File: src/rtl/dmafe_pkg.sv
`timescale 1ns/1ps
package dmafe_pkg;

    typedef enum logic [1:0] {
        ARB_IDLE  = 2'd0,
        ARB_HOLD  = 2'd1,
        ARB_SERVE = 2'd2
    } arb_state_t;

    function automatic int idx_width(input int n);
        return (n > 1) ? $clog2(n) : 1;
    endfunction

endpackage

File: src/rtl/dmafe_sync.sv
`timescale 1ns/1ps
module dmafe_sync #(
    parameter int NCH = 4
) (
    input  logic           clk,
    input  logic           rst,
    input  logic [NCH-1:0] async_in,
    output logic [NCH-1:0] sync_out
);
    logic [NCH-1:0] stage1;

    for (genvar g = 0; g < NCH; g++) begin : g_ch
        always_ff @(posedge clk) begin
            if (rst) begin
                stage1[g]   <= 1'b0;
                sync_out[g] <= 1'b0;
            end else begin
                stage1[g]   <= async_in[g];
                sync_out[g] <= stage1[g];
            end
        end
    end
endmodule

File: src/rtl/dmafe_swreq.sv
`timescale 1ns/1ps
module dmafe_swreq #(
    parameter int NCH = 4
) (
    input  logic           clk,
    input  logic           rst,
    input  logic [NCH-1:0] set_vec,
    input  logic [NCH-1:0] clr_vec,
    output logic [NCH-1:0] sw_q
);
    always_ff @(posedge clk) begin
        if (rst) sw_q <= '0;
        else     sw_q <= (sw_q | set_vec) & ~clr_vec;
    end

    // a bit named by the clear vector and not set again is gone next cycle
    a_r9_sw_clear: assert property (@(posedge clk) disable iff (rst)
        (clr_vec != '0 && (clr_vec & set_vec) == '0) |=> ((sw_q & $past(clr_vec)) == '0));
endmodule

File: src/rtl/dmafe_arb.sv
`timescale 1ns/1ps
module dmafe_arb
    import dmafe_pkg::*;
#(
    parameter int NCH = 4,
    parameter int CW  = 2
) (
    input  logic           clk,
    input  logic           rst,
    input  logic [NCH-1:0] eff,
    input  logic           bus_grant,
    input  logic           svc_done,
    output logic           bus_req,
    output logic           pend,
    output logic [CW-1:0]  chan_sel,
    output logic [NCH-1:0] ack,
    output logic [NCH-1:0] clr_vec
);
    arb_state_t     state;
    logic [CW-1:0]  chan_q;
    logic [CW-1:0]  win;
    logic           any;

    // fixed priority: lowest index wins
    always_comb begin
        win = '0;
        for (int i = NCH - 1; i >= 0; i--) begin
            if (eff[i]) win = CW'(i);
        end
    end

    assign any = |eff;

    always_ff @(posedge clk) begin
        if (rst) begin
            state  <= ARB_IDLE;
            chan_q <= '0;
        end else begin
            case (state)
                ARB_IDLE:  if (any) state <= ARB_HOLD;
                ARB_HOLD: begin
                    if (!any) begin
                        state <= ARB_IDLE;
                    end else if (bus_grant) begin
                        state  <= ARB_SERVE;
                        chan_q <= win;
                    end
                end
                ARB_SERVE: if (svc_done) state <= ARB_IDLE;
                default:   state <= ARB_IDLE;
            endcase
        end
    end

    assign bus_req  = (state != ARB_IDLE);
    assign pend     = (state == ARB_SERVE);
    assign chan_sel = chan_q;
    assign ack      = pend ? (NCH'(1) << chan_q) : '0;
    assign clr_vec  = (pend && svc_done) ? ack : '0;

    // grant with a live request enters service on the next edge
    a_r7_grant_serves: assert property (@(posedge clk) disable iff (rst)
        (state == ARB_HOLD && any && bus_grant) |=> pend);

    // selected channel frozen during service
    a_r7_chan_stable: assert property (@(posedge clk) disable iff (rst)
        (pend && !svc_done) |=> (pend && $stable(chan_sel)));

    // completion releases the channel
    a_r9_done_release: assert property (@(posedge clk) disable iff (rst)
        (pend && svc_done) |=> (!pend && ack == '0));

    // with nothing pending while waiting, the request is withdrawn
    a_r8_drop_withdraw: assert property (@(posedge clk) disable iff (rst)
        (state == ARB_HOLD && !any) |=> !bus_req);
endmodule

File: src/rtl/dma_req_front.sv
`timescale 1ns/1ps
module dma_req_front
    import dmafe_pkg::*;
#(
    parameter int NCH = 4,
    localparam int CW = idx_width(NCH)
) (
    input  logic           clk,
    input  logic           rst,
    input  logic [NCH-1:0] req_async,
    input  logic [NCH-1:0] mask,
    input  logic [NCH-1:0] sw_req_set,
    input  logic           bus_grant,
    input  logic           svc_done,
    output logic           bus_req,
    output logic           pend,
    output logic [CW-1:0]  chan_sel,
    output logic [NCH-1:0] ack
);
    logic [NCH-1:0] hw_sync;
    logic [NCH-1:0] sw_q;
    logic [NCH-1:0] clr_vec;
    logic [NCH-1:0] eff;

    dmafe_sync #(.NCH(NCH)) u_sync (
        .clk      (clk),
        .rst      (rst),
        .async_in (req_async),
        .sync_out (hw_sync)
    );

    dmafe_swreq #(.NCH(NCH)) u_swreq (
        .clk     (clk),
        .rst     (rst),
        .set_vec (sw_req_set),
        .clr_vec (clr_vec),
        .sw_q    (sw_q)
    );

    // masking applies to hardware lines only
    assign eff = (hw_sync & ~mask) | sw_q;

    dmafe_arb #(.NCH(NCH), .CW(CW)) u_arb (
        .clk       (clk),
        .rst       (rst),
        .eff       (eff),
        .bus_grant (bus_grant),
        .svc_done  (svc_done),
        .bus_req   (bus_req),
        .pend      (pend),
        .chan_sel  (chan_sel),
        .ack       (ack),
        .clr_vec   (clr_vec)
    );

    // bus held while a channel is in service
    a_r4_bus_held: assert property (@(posedge clk) disable iff (rst)
        pend |-> bus_req);

    // exactly one acknowledge during service, none otherwise
    a_r7_ack_onehot: assert property (@(posedge clk) disable iff (rst)
        pend ? ($countones(ack) == 1) : (ack == '0));
endmodule

File: config.mk
export PLATFORM = sky130hd
export DESIGN_NAME = dma_req_front
export DESIGN_NICKNAME = d
export VERILOG_FILES = /design/src/rtl/dmafe_pkg.sv /design/src/rtl/dmafe_sync.sv /design/src/rtl/dmafe_swreq.sv /design/src/rtl/dmafe_arb.sv /design/src/rtl/dma_req_front.sv
export SDC_FILE = /design/constraint.sdc
export NUM_CORES = 1
export LEC_CHECK = 0
export BUFFER_PORTS_ARGS = -buffer_cell sky130_fd_sc_hd__buf_2
export CORE_MARGIN = 2
export CORE_UTILIZATION = 43
export CTS_BUF_LIST = sky130_fd_sc_hd__clkbuf_8
export DETAILED_ROUTE_END_ITERATION = 8
export PLACE_DENSITY_LB_ADDON = 0.1
export SLEW_MARGIN = 20
export SYNTH_ARGS = -nofsm -noshare
export SYNTH_HDL_FRONTEND = slang
export SYNTH_HIERARCHICAL = 1
export SYNTH_SLANG_ARGS = --single-unit
export TNS_END_PERCENT = 20
File: constraint.sdc
create_clock -name clk -period 1.2 [get_ports clk]
set_input_delay 0.06 -clock clk [delete_from_list [all_inputs] [get_ports clk]]
set_output_delay 0.06 -clock clk [all_outputs]
set_load 0.05 [all_outputs]
==> results.md <==
* Clock buffer depth at 2
* CTS tree: done
* FF-to-FF End: u_arb/chan_sel[0]
* Pwr/cell area at approximately 1300 nW/µm²
* Die Y at around 42 µm
* Initial antenna violation count at 0
* Avg WL per Cell at between 10 and 15 µm
* Reg2reg start: u_swreq/sw_q[2]
* Layout Cells excl Fill at roughly 120
* Synth unique cells at 18
* Syn Inst Count at 70
* # H-tree levels at 1
* YS warnings at 6
* Die width at between 40 and 50 µm
* Routability Congestion at 0.699
* N_diodes at 0
* Clock Sinks at 16
* Total power at around 1.3 mW
* Worst Path Buf+Inv at 0
* Unrepaired setup endpoints after global routing: true
* FF+latch count, synth at 16
* CP endpoint kind: flip-flop
* Slew Viols, Final at 0
* Avg Inst Size Synth at a little under 9 µm²
* Yosys top cell area share at about 52%
* CP Data Arrival Time at 1.44 ns
* Min-delay worst type: input port to flip-flop
* Failing checks: setup timing
* Vias in the first global route at approximately 510
* Asr flop ratio synth at 0%
* Final Hold Fails at 0
* Worst path slowest cell: dfxtp_2
* Post-synth top cells: dfxtp_1 (16), nor2_1 (14), nor2b_1 (9), inv_1 (6), nand2_1 (5)
* CP max stage delay at around 0.32 ns
* Area of the multi-input gates at about 350 µm²
* Most common cell in the netlist: dfxtp_1
* Layout cells sized above 1 at around 52%
* Kind of critical path: flip-flop to flip-flop
* Final #Nets at about 120
* Core Area at ~1300 µm²
* Post-synth EDFFs at 0
* Post-route setup slack at -0.0824 ns
* Critical path launch point type: flip-flop
* Worst-path clk slew at 0.06 ns
* HPWL after detailed placement at ~900 µm
* Period utilisation layout at 107%
* Ys flop type: dfxtp_1
* Cts hold-fix bufs at 0
* CP required at roughly 1.4 ns
* Rel. slew slack at between 70 and 80%
* Mapped cell area at roughly 620 µm²
* Number of I/O pins at 24
* Post-DRT Antenna Nets at 0
* Worst hold margin at roughly 0.027 ns
* Fill count at about 100
* Area contributors post-synth: dfxtp_1 (52%), nor2b_1 (9.1%), nor2_1 (8.5%), a21o_1 (4.8%), inv_1 (3.6%)
* DP Cell Count at about 110
* Hold path cells at 2
* Max-Cap Viols at 0
* Initial Util at 47.0%
* Fmax at slightly below 0.8 GHz
* Clock Latency Late Sink at about 0.24 ns
* Sequential cell area at approximately 330 µm²
* Endpoint, Worst Hold: u_sync/stage1[2]
* Total number of vias at between 500 and 600
* Vias per cell at ~4.6
* Leak pwr at 0.462 nW
* Grt ovf at 0
* Net Count, Synth at 86
* Critical path, cell by cell: a21o_1 -> nor4_4 -> or3_4 -> mux2i_1
* Layout area overhead at 54.7%
* Input/output buffers at 23
* Total wire length at 1290 µm
* GRT Overall Usage at between 10% and 20%
* Std-Cell Rows at 13
* Leading area contributor after synthesis: dfxtp_1
* Hold path start: req_async[2]
* 1st-pass router iterations at 4
* Peak supply drop at a little over 0.001 V
* Die Footprint at about 1800 µm²
* R2R setup slack at -0.08 ns
* Status: finished, violations left
* Sequential share of the synthesized area at 51.7%
* Fin Setup TNS at -0.261 ns
* Worst-case reg-to-reg path depth at 4
* Detailed-route DRC error count at 0
* Clock skew at between 0.002 and 0.0025 ns
* Clk Tree Root Cell: clkbuf_8
* CP Max Fanout at 3
* Largest net degree at the start of global routing at 18
* Num CTS Buffers at 3
* # setup viols final at 8
* Fin crit period at roughly 1.3 ns
* Slew @ Worst Pin at between 0.3 and 0.4 ns
* First-pass GRT wire length at 2180 µm
* Initial DRC Count at 12
* CP top delay family: simple AND/OR/NAND/NOR gates
## placed cells by master (no fill, tap or decap), types with 3 or more instances in the layout
cell / synthesis / routed
buf_4: 0 / 3
a21o_1: 4 / 4
nor3_1: 3 / 3
buf_2: 0 / 17
dfxtp_1: 16 / 8
nor2_1: 14 / 10
nor2_4: 0 / 4
clkbuf_8: 0 / 4
buf_6: 0 / 5
inv_1: 6 / 6
nor2b_1: 9 / 9
nand2_1: 5 / 3
dfxtp_2: 0 / 8
## flip-flops by register name (all words and copies together), names as in the netlist
name             count
u_sync/sync_out      4
u_arb/state          2
u_swreq/sw_q         4
u_arb/chan_sel       2
u_sync/stage1        4
## layer usage
metal	track usage, %	vias up	share of wire (%)
met1	20.2	226	42
met2	27.5	18	52
met4	7.74	0	0.93
met3	3.91	2	5.0
li1	-	286	-
met5	0	-	0
## per-stage QoR
| stage | area [µm²] | setup WS [ns] | utilization (%) |
|---|---|---|---|
| 2_1_floorplan | 657 | -0.00622 | - |
| 3_3_place_gp | 798 | -0.0616 | 60.6 |
| 3_5_place_dp | 798 | -0.0855 | 60.6 |
| 4_1_cts | 920 | -0.0361 | 69.8 |
| 5_1_grt | 958 | -0.129 | 72.7 |
| 6_report | 958 | -0.0824 | 72.7 |
## report_power, final
group | internal [mW] | total [mW] | leakage, nW | switching [mW]
logic | 0.0980 | 0.223 | 0.298 | 0.125
clock network | 0.290 | 0.453 | 0.0288 | 0.163
registers | 0.568 | 0.586 | 0.135 | 0.0185
## cell families (layout without fill, tap and decap cells)
group | count (synthesis) | in the layout | share of synthesized area, %
DFF | 16 | 16 | 51.7
muxes | 1 | 1 | 1.62
and+or+nand+nor | 40 | 40 | 34.1
buffers and inverters | 6 | 37 | 3.64
AOI/OAI and AO/OA | 7 | 7 | 8.89
## repair_timing
| item | CTS | global route |
|---|---|---|
| pin swaps | 6 | 3 |
| resized for setup | 15 | 10 |
| setup buffers | 2 | 1 |
| setup endpoints to repair | 8 | 10 |
## worst max-delay path by stage
stage | from | to | slack [ns] | cells after the start
floorplan | u_arb/state[0] | ack[0] | -0.006 | 3
global route | u_swreq/sw_q[2] | u_arb/chan_sel[0] | -0.13 | 4
global placement | u_swreq/sw_q[0] | u_arb/chan_sel[0] | -0.06 | 4
detailed placement | u_swreq/sw_q[0] | u_arb/chan_sel[0] | -0.09 | 4
finish | u_swreq/sw_q[2] | u_arb/chan_sel[0] | -0.08 | 4
CTS | u_sync/sync_out[1] | u_arb/chan_sel[0] | -0.04 | 4
## layout make-up
cell class	instances	share of cell area, %
multi-input combinational	48	36.0
sequential	16	34.5
timing repair buffer	27	19.5
inverter	6	2.35
clock buffer	4	5.74
tap	15	1.96
(Power assumes the default switching activity.)
